[config.mk]
export PLATFORM = sky130hd
export DESIGN_NAME = bus_break_cmp
export DESIGN_NICKNAME = d
export VERILOG_FILES = /design/src/rtl/bbc_pkg.sv /design/src/rtl/bbc_chan_cmp.sv /design/src/rtl/bbc_datapath.sv /design/src/rtl/bbc_ctrl.sv /design/src/rtl/bus_break_cmp.sv
export SDC_FILE = /design/constraint.sdc
export NUM_CORES = 1
export LEC_CHECK = 0
export BUFFER_PORTS_ARGS = -buffer_cell sky130_fd_sc_hd__buf_2
export CAP_MARGIN = 20
export CELL_PAD_IN_SITES_DETAIL_PLACEMENT = 1
export CELL_PAD_IN_SITES_GLOBAL_PLACEMENT = 2
export CORE_ASPECT_RATIO = 0.8
export CORE_MARGIN = 2
export CORE_UTILIZATION = 37
export CTS_CLUSTER_SIZE = 10
export DETAILED_ROUTE_END_ITERATION = 8
export PLACE_DENSITY = 0.83
export SLEW_MARGIN = 10
export SYNTH_ARGS = -nofsm -noshare
export SYNTH_HDL_FRONTEND = slang
export SYNTH_SLANG_ARGS = --single-unit
[constraint.sdc]
create_clock -name clk -period 4.3 [get_ports clk]
set_clock_uncertainty 0.15 [all_clocks]
set_input_delay 0.86 -clock clk [delete_from_list [all_inputs] [get_ports clk]]
set_output_delay 0.86 -clock clk [all_outputs]
set_load 0.05 [all_outputs]
[src/rtl/bbc_pkg.sv]
package bbc_pkg;
  localparam int DATA_W = 32;
  localparam int NUM_CH = 2;
  localparam int REG_AW = 4;
  localparam int CH_REGS = 3;
  localparam int OFF_DATA = 6;
  localparam int OFF_DMASK = 7;
  localparam int OFF_STATUS = 8;

  typedef enum logic [1:0] {
    SZ_ANY  = 2'b00,
    SZ_BYTE = 2'b01,
    SZ_WORD = 2'b10,
    SZ_LONG = 2'b11
  } size_e;

  // bit 8 dataEn, 7..6 master {dma,cpu}, 5..4 dir {write,read},
  // 3..2 kind {data,fetch}, 1..0 size
  typedef struct packed {
    logic       dataEn;
    logic [1:0] master;
    logic [1:0] dir;
    logic [1:0] kind;
    size_e      size;
  } cond_t;

  localparam int COND_W = $bits(cond_t);

  typedef struct packed {
    logic [NUM_CH-1:0] wrAddr;
    logic [NUM_CH-1:0] wrMask;
    logic [NUM_CH-1:0] wrCond;
    logic              wrData;
    logic              wrDmask;
    logic              wrStatus;
  } strobe_t;
endpackage

[src/rtl/bbc_chan_cmp.sv]
module bbc_chan_cmp
  import bbc_pkg::*;
#(
  parameter int ADDR_W   = 32,
  parameter bit HAS_DATA = 1'b0
) (
  input  logic [ADDR_W-1:0] addrReg,
  input  logic [ADDR_W-1:0] maskReg,
  input  cond_t             cond,
  input  logic [DATA_W-1:0] dataReg,
  input  logic [DATA_W-1:0] dmaskReg,
  input  logic [ADDR_W-1:0] busAddr,
  input  logic [DATA_W-1:0] busData,
  input  logic [1:0]        busSize,
  input  logic              busFetch,
  input  logic              busWrite,
  input  logic              busDma,
  output logic              hit
);
  localparam int BYTE_W = 8;
  localparam int HALF_W = 16;

  logic [ADDR_W-1:0] addrIgn;
  logic              sizeKnown;
  logic              sizeOk;
  logic              addrOk;
  logic              attrOk;
  logic              dataUse;
  logic              dmaOk;
  logic              dataSizeOk;
  logic              dataOk;
  logic [BYTE_W-1:0] busByte;
  logic [HALF_W-1:0] busHalf;
  logic [DATA_W-1:0] busSel;
  logic [DATA_W-1:0] refSel;
  logic [DATA_W-1:0] ignSel;

  // Address: size-aligned low bits plus the software mask
  always_comb begin
    addrIgn = maskReg;
    sizeKnown = 1'b1;
    unique case (busSize)
      SZ_LONG: addrIgn[1:0] = 2'b11;
      SZ_WORD: addrIgn[0]   = 1'b1;
      SZ_BYTE: ;
      default: sizeKnown = 1'b0;
    endcase
  end

  assign addrOk = ((busAddr ^ addrReg) & ~addrIgn) == '0;
  assign sizeOk = (cond.size == SZ_ANY) || (cond.size == busSize);

  // Cycle attributes: one allow bit per alternative
  assign attrOk = (busFetch ? cond.kind[0] : cond.kind[1]) &&
                  (busWrite ? cond.dir[1] : cond.dir[0]) &&
                  (busDma ? cond.master[1] : cond.master[0]);

  assign dataUse    = HAS_DATA && cond.dataEn && !busFetch;
  assign dataSizeOk = !dataUse || (cond.size != SZ_ANY);
  assign dmaOk      = !busDma || (cond.size != SZ_LONG);

  // Lane selection for the data compare
  assign busByte = busData[{busAddr[1:0], 3'b000} +: BYTE_W];
  assign busHalf = busAddr[1] ? busData[HALF_W +: HALF_W] : busData[0 +: HALF_W];

  always_comb begin
    unique case (busSize)
      SZ_BYTE: begin
        busSel = {{(DATA_W-BYTE_W){1'b0}}, busByte};
        refSel = {{(DATA_W-BYTE_W){1'b0}},
                  busAddr[0] ? dataReg[BYTE_W +: BYTE_W] : dataReg[0 +: BYTE_W]};
        ignSel = {{(DATA_W-BYTE_W){1'b0}},
                  busAddr[0] ? dmaskReg[BYTE_W +: BYTE_W] : dmaskReg[0 +: BYTE_W]};
      end
      SZ_WORD: begin
        busSel = {{(DATA_W-HALF_W){1'b0}}, busHalf};
        refSel = {{(DATA_W-HALF_W){1'b0}}, dataReg[0 +: HALF_W]};
        ignSel = {{(DATA_W-HALF_W){1'b0}}, dmaskReg[0 +: HALF_W]};
      end
      default: begin
        busSel = busData;
        refSel = dataReg;
        ignSel = dmaskReg;
      end
    endcase
  end

  assign dataOk = ((busSel ^ refSel) & ~ignSel) == '0;

  assign hit = sizeKnown && sizeOk && addrOk && attrOk && dmaOk &&
               dataSizeOk && (!dataUse || dataOk);
endmodule

[src/rtl/bbc_datapath.sv]
module bbc_datapath
  import bbc_pkg::*;
#(
  parameter int ADDR_W = 32
) (
  input  logic                           clk,
  input  logic                           rstN,
  input  strobe_t                        strb,
  input  logic [DATA_W-1:0]              wrData,
  input  logic                           busValid,
  input  logic [ADDR_W-1:0]              busAddr,
  input  logic [DATA_W-1:0]              busData,
  input  logic [1:0]                     busSize,
  input  logic                           busFetch,
  input  logic                           busWrite,
  input  logic                           busDma,
  output logic [NUM_CH-1:0][ADDR_W-1:0]  addrQ,
  output logic [NUM_CH-1:0][ADDR_W-1:0]  maskQ,
  output cond_t [NUM_CH-1:0]             condQ,
  output logic [DATA_W-1:0]              dataQ,
  output logic [DATA_W-1:0]              dmaskQ,
  output logic [NUM_CH-1:0]              matchQ
);
  logic [NUM_CH-1:0] hit;

  always_ff @(posedge clk) begin
    if (!rstN) begin
      dataQ  <= '0;
      dmaskQ <= '0;
    end else begin
      if (strb.wrData)  dataQ  <= wrData;
      if (strb.wrDmask) dmaskQ <= wrData;
    end
  end

  for (genvar ch = 0; ch < NUM_CH; ch++) begin : g_ch
    localparam bit HAS = (ch == NUM_CH - 1);
    cond_t condIn;

    always_comb begin
      condIn = cond_t'(wrData[COND_W-1:0]);
      if (!HAS) condIn.dataEn = 1'b0;
    end

    always_ff @(posedge clk) begin
      if (!rstN) begin
        addrQ[ch]  <= '0;
        maskQ[ch]  <= '0;
        condQ[ch]  <= '0;
        matchQ[ch] <= 1'b0;
      end else begin
        if (strb.wrAddr[ch]) addrQ[ch] <= wrData[ADDR_W-1:0];
        if (strb.wrMask[ch]) maskQ[ch] <= wrData[ADDR_W-1:0];
        if (strb.wrCond[ch]) condQ[ch] <= condIn;
        matchQ[ch] <= busValid && hit[ch];
      end
    end

    bbc_chan_cmp #(
      .ADDR_W  (ADDR_W),
      .HAS_DATA(HAS)
    ) u_cmp (
      .addrReg (addrQ[ch]),
      .maskReg (maskQ[ch]),
      .cond    (condQ[ch]),
      .dataReg (dataQ),
      .dmaskReg(dmaskQ),
      .busAddr (busAddr),
      .busData (busData),
      .busSize (busSize),
      .busFetch(busFetch),
      .busWrite(busWrite),
      .busDma  (busDma),
      .hit     (hit[ch])
    );

    AST_MATCH_NEEDS_VALID: assert property (@(posedge clk) disable iff (!rstN)
      matchQ[ch] |-> $past(busValid)) else $error("match without bus cycle");

    AST_SIZE_MISMATCH_NONE: assert property (@(posedge clk) disable iff (!rstN)
      (busValid && condQ[ch].size != SZ_ANY && condQ[ch].size != busSize) |=> !matchQ[ch])
      else $error("match on wrong size");

    AST_DMA_LONG_NONE: assert property (@(posedge clk) disable iff (!rstN)
      (busValid && busDma && condQ[ch].size == SZ_LONG) |=> !matchQ[ch])
      else $error("DMA longword matched");

    AST_CLOSED_KIND_NONE: assert property (@(posedge clk) disable iff (!rstN)
      (busValid && condQ[ch].kind == 2'b00) |=> !matchQ[ch])
      else $error("match with no cycle kind allowed");
  end

  AST_ANY_SIZE_DATA_NONE: assert property (@(posedge clk) disable iff (!rstN)
    (busValid && !busFetch && condQ[NUM_CH-1].dataEn && condQ[NUM_CH-1].size == SZ_ANY)
      |=> !matchQ[NUM_CH-1]) else $error("data condition without size matched");
endmodule

[src/rtl/bbc_ctrl.sv]
module bbc_ctrl
  import bbc_pkg::*;
#(
  parameter int ADDR_W = 32
) (
  input  logic                          clk,
  input  logic                          rstN,
  input  logic                          regWrEn,
  input  logic [REG_AW-1:0]             regAddr,
  input  logic [NUM_CH-1:0]             regWrBits,
  input  logic [NUM_CH-1:0]             matchIn,
  input  logic [NUM_CH-1:0][ADDR_W-1:0] addrQ,
  input  logic [NUM_CH-1:0][ADDR_W-1:0] maskQ,
  input  cond_t [NUM_CH-1:0]            condQ,
  input  logic [DATA_W-1:0]             dataQ,
  input  logic [DATA_W-1:0]             dmaskQ,
  output strobe_t                       strb,
  output logic [DATA_W-1:0]             regRdData
);
  logic [NUM_CH-1:0] statusQ;
  logic [NUM_CH-1:0] clrMask;

  function automatic logic [REG_AW-1:0] offs(input int ch, input int k);
    return REG_AW'(ch * CH_REGS + k);
  endfunction

  always_comb begin
    strb = '0;
    for (int ch = 0; ch < NUM_CH; ch++) begin
      strb.wrAddr[ch] = regWrEn && (regAddr == offs(ch, 0));
      strb.wrMask[ch] = regWrEn && (regAddr == offs(ch, 1));
      strb.wrCond[ch] = regWrEn && (regAddr == offs(ch, 2));
    end
    strb.wrData   = regWrEn && (regAddr == REG_AW'(OFF_DATA));
    strb.wrDmask  = regWrEn && (regAddr == REG_AW'(OFF_DMASK));
    strb.wrStatus = regWrEn && (regAddr == REG_AW'(OFF_STATUS));
  end

  assign clrMask = strb.wrStatus ? ~regWrBits : '0;

  always_ff @(posedge clk) begin
    if (!rstN) statusQ <= '0;
    else       statusQ <= (statusQ & ~clrMask) | matchIn;
  end

  always_comb begin
    regRdData = '0;
    for (int ch = 0; ch < NUM_CH; ch++) begin
      if (regAddr == offs(ch, 0)) regRdData = DATA_W'(addrQ[ch]);
      if (regAddr == offs(ch, 1)) regRdData = DATA_W'(maskQ[ch]);
      if (regAddr == offs(ch, 2)) regRdData = DATA_W'(condQ[ch]);
    end
    if (regAddr == REG_AW'(OFF_DATA))   regRdData = dataQ;
    if (regAddr == REG_AW'(OFF_DMASK))  regRdData = dmaskQ;
    if (regAddr == REG_AW'(OFF_STATUS)) regRdData = DATA_W'(statusQ);
  end

  for (genvar ch = 0; ch < NUM_CH; ch++) begin : g_chk
    AST_STATUS_SET: assert property (@(posedge clk) disable iff (!rstN)
      matchIn[ch] |=> statusQ[ch]) else $error("status not set");

    AST_STATUS_STICKY: assert property (@(posedge clk) disable iff (!rstN)
      (statusQ[ch] && !(strb.wrStatus && !regWrBits[ch])) |=> statusQ[ch])
      else $error("status lost");
  end
endmodule

[src/rtl/bus_break_cmp.sv]
module bus_break_cmp
  import bbc_pkg::*;
#(
  parameter int ADDR_W = 32
) (
  input  logic              clk,
  input  logic              rstN,
  input  logic              regWrEn,
  input  logic [3:0]        regAddr,
  input  logic [31:0]       regWrData,
  output logic [31:0]       regRdData,
  input  logic              busValid,
  input  logic [ADDR_W-1:0] busAddr,
  input  logic [31:0]       busData,
  input  logic [1:0]        busSize,
  input  logic              busFetch,
  input  logic              busWrite,
  input  logic              busDma,
  output logic              matchA,
  output logic              matchB
);
  strobe_t                       strb;
  logic [NUM_CH-1:0][ADDR_W-1:0] addrQ;
  logic [NUM_CH-1:0][ADDR_W-1:0] maskQ;
  cond_t [NUM_CH-1:0]            condQ;
  logic [DATA_W-1:0]             dataQ;
  logic [DATA_W-1:0]             dmaskQ;
  logic [NUM_CH-1:0]             matchQ;

  bbc_ctrl #(.ADDR_W(ADDR_W)) u_ctrl (
    .clk      (clk),
    .rstN     (rstN),
    .regWrEn  (regWrEn),
    .regAddr  (regAddr),
    .regWrBits(regWrData[NUM_CH-1:0]),
    .matchIn  (matchQ),
    .addrQ    (addrQ),
    .maskQ    (maskQ),
    .condQ    (condQ),
    .dataQ    (dataQ),
    .dmaskQ   (dmaskQ),
    .strb     (strb),
    .regRdData(regRdData)
  );

  bbc_datapath #(.ADDR_W(ADDR_W)) u_dp (
    .clk     (clk),
    .rstN    (rstN),
    .strb    (strb),
    .wrData  (regWrData),
    .busValid(busValid),
    .busAddr (busAddr),
    .busData (busData),
    .busSize (busSize),
    .busFetch(busFetch),
    .busWrite(busWrite),
    .busDma  (busDma),
    .addrQ   (addrQ),
    .maskQ   (maskQ),
    .condQ   (condQ),
    .dataQ   (dataQ),
    .dmaskQ  (dmaskQ),
    .matchQ  (matchQ)
  );

  assign matchA = matchQ[0];
  assign matchB = matchQ[1];
endmodule

==> impl_metrics.json <==
{
  "fin_crit_ns": 3.91,
  "clockRootBuffer": "clkbuf_16",
  "wl_per_cell_um": 25.0,
  "drt_iter0_drc": 1178,
  "critPathSlowestCell": "buf_4",
  "overflow": 0,
  "synth_edf_count": 0,
  "tns_ns": 0,
  "yosysTopAreaCell": "dfxtp_1",
  "r2r-start": "u_dp.dmaskQ[12]",
  "finalCritPeriodShare_pct": 91.0,
  "startpoint": "regAddr[0]",
  "netlist_instances": 1482,
  "ys_top_cells_by_area": "dfxtp_1 36%, nand2_1 14%, a21boi_0 12%",
  "clock_path_buffers": 3,
  "synth_ff_type": "dfxtp_1",
  "cts_sinks": 213,
  "drc": 0,
  "io-pin-count": 143,
  "power_mw": 4.61,
  "seq_area_mm2": 0.00426,
  "post-cts-setup-buffers": 0,
  "critPathMaxStageDelay_ns": 0.31,
  "finalSetupViolations": 0,
  "antenna_found_initial": 0,
  "htree_levels": 1,
  "nets": 1682,
  "ys_ff_latch": 213,
  "fp-row-count": 58,
  "wl_um": 49900,
  "critPathCaptureType": "output pin",
  "dieArea_mm2": 0.0331,
  "ys_types": 60,
  "syn_nets": 1596,
  "syn_area_mm2": 0.0117,
  "grt_max_degree": 212,
  "fmax_mhz": 256,
  "cts_tree": "done",
  "die_w_um": 203,
  "worst_pin_slew_ns": 0.826,
  "gp_congestion": 0.949,
  "ant_nets": 0,
  "critical_path.max_fanout": 19,
  "clk_latency_ns": 0.56,
  "grt_pass1_vias": 11400,
  "dp_cells": 1960,
  "dr_total_vias": 11700,
  "n_antenna_cell": 0,
  "instances_no_fill": 1999,
  "grt_use_total_pct": 29.6,
  "dr.pass1.iters": 5,
  "p_leak_nw": 4.76,
  "core-area_mm2": 0.0314,
  "die_y_um": 163,
  "seq_area_frac_synth_pct": 36.4,
  "startpoint_type": "input port",
  "final_hold_viol_count": 0,
  "place_hpwl_um": 37700,
  "grt_pass1_wl_um": 73900,
  "io_buffers": 142,
  "outcome": "finished, final reports clean",
  "hold_class": "reg -> reg",
  "start_util_pct": 37.4,
  "async_flop_share_pct": 0,
  "critPathKind": "in -> out",
  "p_per_area_mw_per_mm2": 340,
  "multi_input_comb_area_mm2": 0.00696,
  "ctsResizeCount": 0,
  "postLayoutCoreUtil_pct": 43.3,
  "max-vdd-ir-drop_v": 0.000294,
  "synth_top_cell_area_share_pct": 36.4,
  "drv_slew": 0,
  "yosysMostFrequentCell": "nand2_1",
  "crit_arrival_ns": 2.90,
  "synthTopCellsByCount": "426 x nand2_1, 213 x dfxtp_1, 191 x a21boi_0, 97 x clkbuf_1, 82 x xnor2_1",
  "maxCapViolations": 0,
  "numCtsBuffers": 26,
  "avgSynthCellArea_um2": 7.91,
  "hold_buffers": 0,
  "path_cells": "buf_2 > clkinv_1 > nor4_2 > buf_4 > buf_4 > a221o_1 > a21oi_1 > o22ai_1 > buf_2",
  "final.fill_count": 3796,
  "yosys_warnings": 0,
  "holdWs_ns": 0.336,
  "hold_start": "u_dp.dmaskQ[24]",
  "worstPathRequired_ns": 3.29,
  "routed_via_density": 5.83,
  "slew-limit-headroom_pct": 44.9,
  "clk_pin_slew_ns": 0.06,
  "area_growth_pct": 15.9,
  "rsz0062_at_grt": "false",
  "drive_above_1_share_pct": 14.4
}
-- routing by layer --
layer | up-vias | GRT usage, % | wire (um)
li1 | 5343 | - | -
met1 | 5742 | 45.5 | 24200
met2 | 515 | 41.0 | 19900
met3 | 53 | 7.14 | 4850
met4 | 0 | 6.54 | 964
met5 | - | 0 | 0
-- cells by family (layout without fill, tap and decap cells) --
| group | count (synthesis) | in the layout | share of synthesized area [%] |
|---|---|---|---|
| multiplexers | 67 | 67 | 5.84 |
| flip-flops | 213 | 213 | 36.4 |
| buffers and inverters | 126 | 223 | 4.54 |
| adder cells (fa/ha/maj) | 5 | 5 | 0.534 |
| XOR/XNOR | 89 | 89 | 6.65 |
| AND/OR/NAND/NOR | 540 | 540 | 19.1 |
| AO/OA/AOI/OAI | 442 | 442 | 27.0 |
-- power breakdown --
part / total, mW / switching, mW / internal (mW)
combinational: 0.591 / 0.378 / 0.213
sequential: 2.03 / 0.0336 / 2.00
clock: 1.99 / 0.869 / 1.12
-- path summary, 6_finish.rpt --
| check | end | slack (ns) | cells after the start |
|---|---|---|---|
| worst max register to register | u_dp.matchQ[1] | 2.14 | 7 |
| worst min-delay path | u_dp.dmaskQ[24] | 0.34 | 2 |
| worst max-delay path | regRdData[25] | 0.39 | 9 |
| worst min register to register | u_dp.dmaskQ[24] | 0.34 | 2 |
-- critical path: cells and delay by family --
| family | cells | cell delay, ns |
|---|---|---|
| and+or+nand+nor | 1 | 0.28 |
| buffers and inverters | 5 | 1.28 |
| AOI/OAI and AO/OA | 3 | 0.45 |
-- cells in the final DEF (no fill, tap or decap), types with 19 or more instances in the layout --
| cell type | n |
|---|---|
| a21boi_0 | 191 |
| a21oi_1 | 39 |
| a221o_1 | 23 |
| buf_2 | 138 |
| buf_4 | 29 |
| clkbuf_16 | 26 |
| dfxtp_1 | 213 |
| mux2i_1 | 59 |
| nand2_1 | 426 |
| nand3_1 | 19 |
| nor2_1 | 27 |
| o21ai_0 | 49 |
| o22ai_1 | 62 |
| xnor2_1 | 82 |
-- cell type report --
class | count | area share [%]
inverter | 9 | 0.249
multi-input combinational | 1143 | 51.2
clock inverter | 3 | 0.295
clock buffer | 36 | 5.14
tap | 420 | 3.87
sequential | 213 | 31.4
timing repair buffer | 175 | 7.83
-- state kept, by name, indices dropped and copies added, names as in the netlist --
signal,count
u_dp.dmaskQ,32
u_dp.maskQ,64
u_ctrl.statusQ,2
u_dp.addrQ,64
u_dp.condQ,17
u_dp.matchQ,2
u_dp.dataQ,32
-- per-stage QoR --
stage	setup WS [ns]	instance area, um^2
after floorplan	0.175	11700
after global placement	0.297	12800
after global routing	0.296	13600
after detailed placement	0.329	12800
after CTS	0.400	13600
final	0.388	13600
No activity file was read; power rests on OpenSTA's default activity.
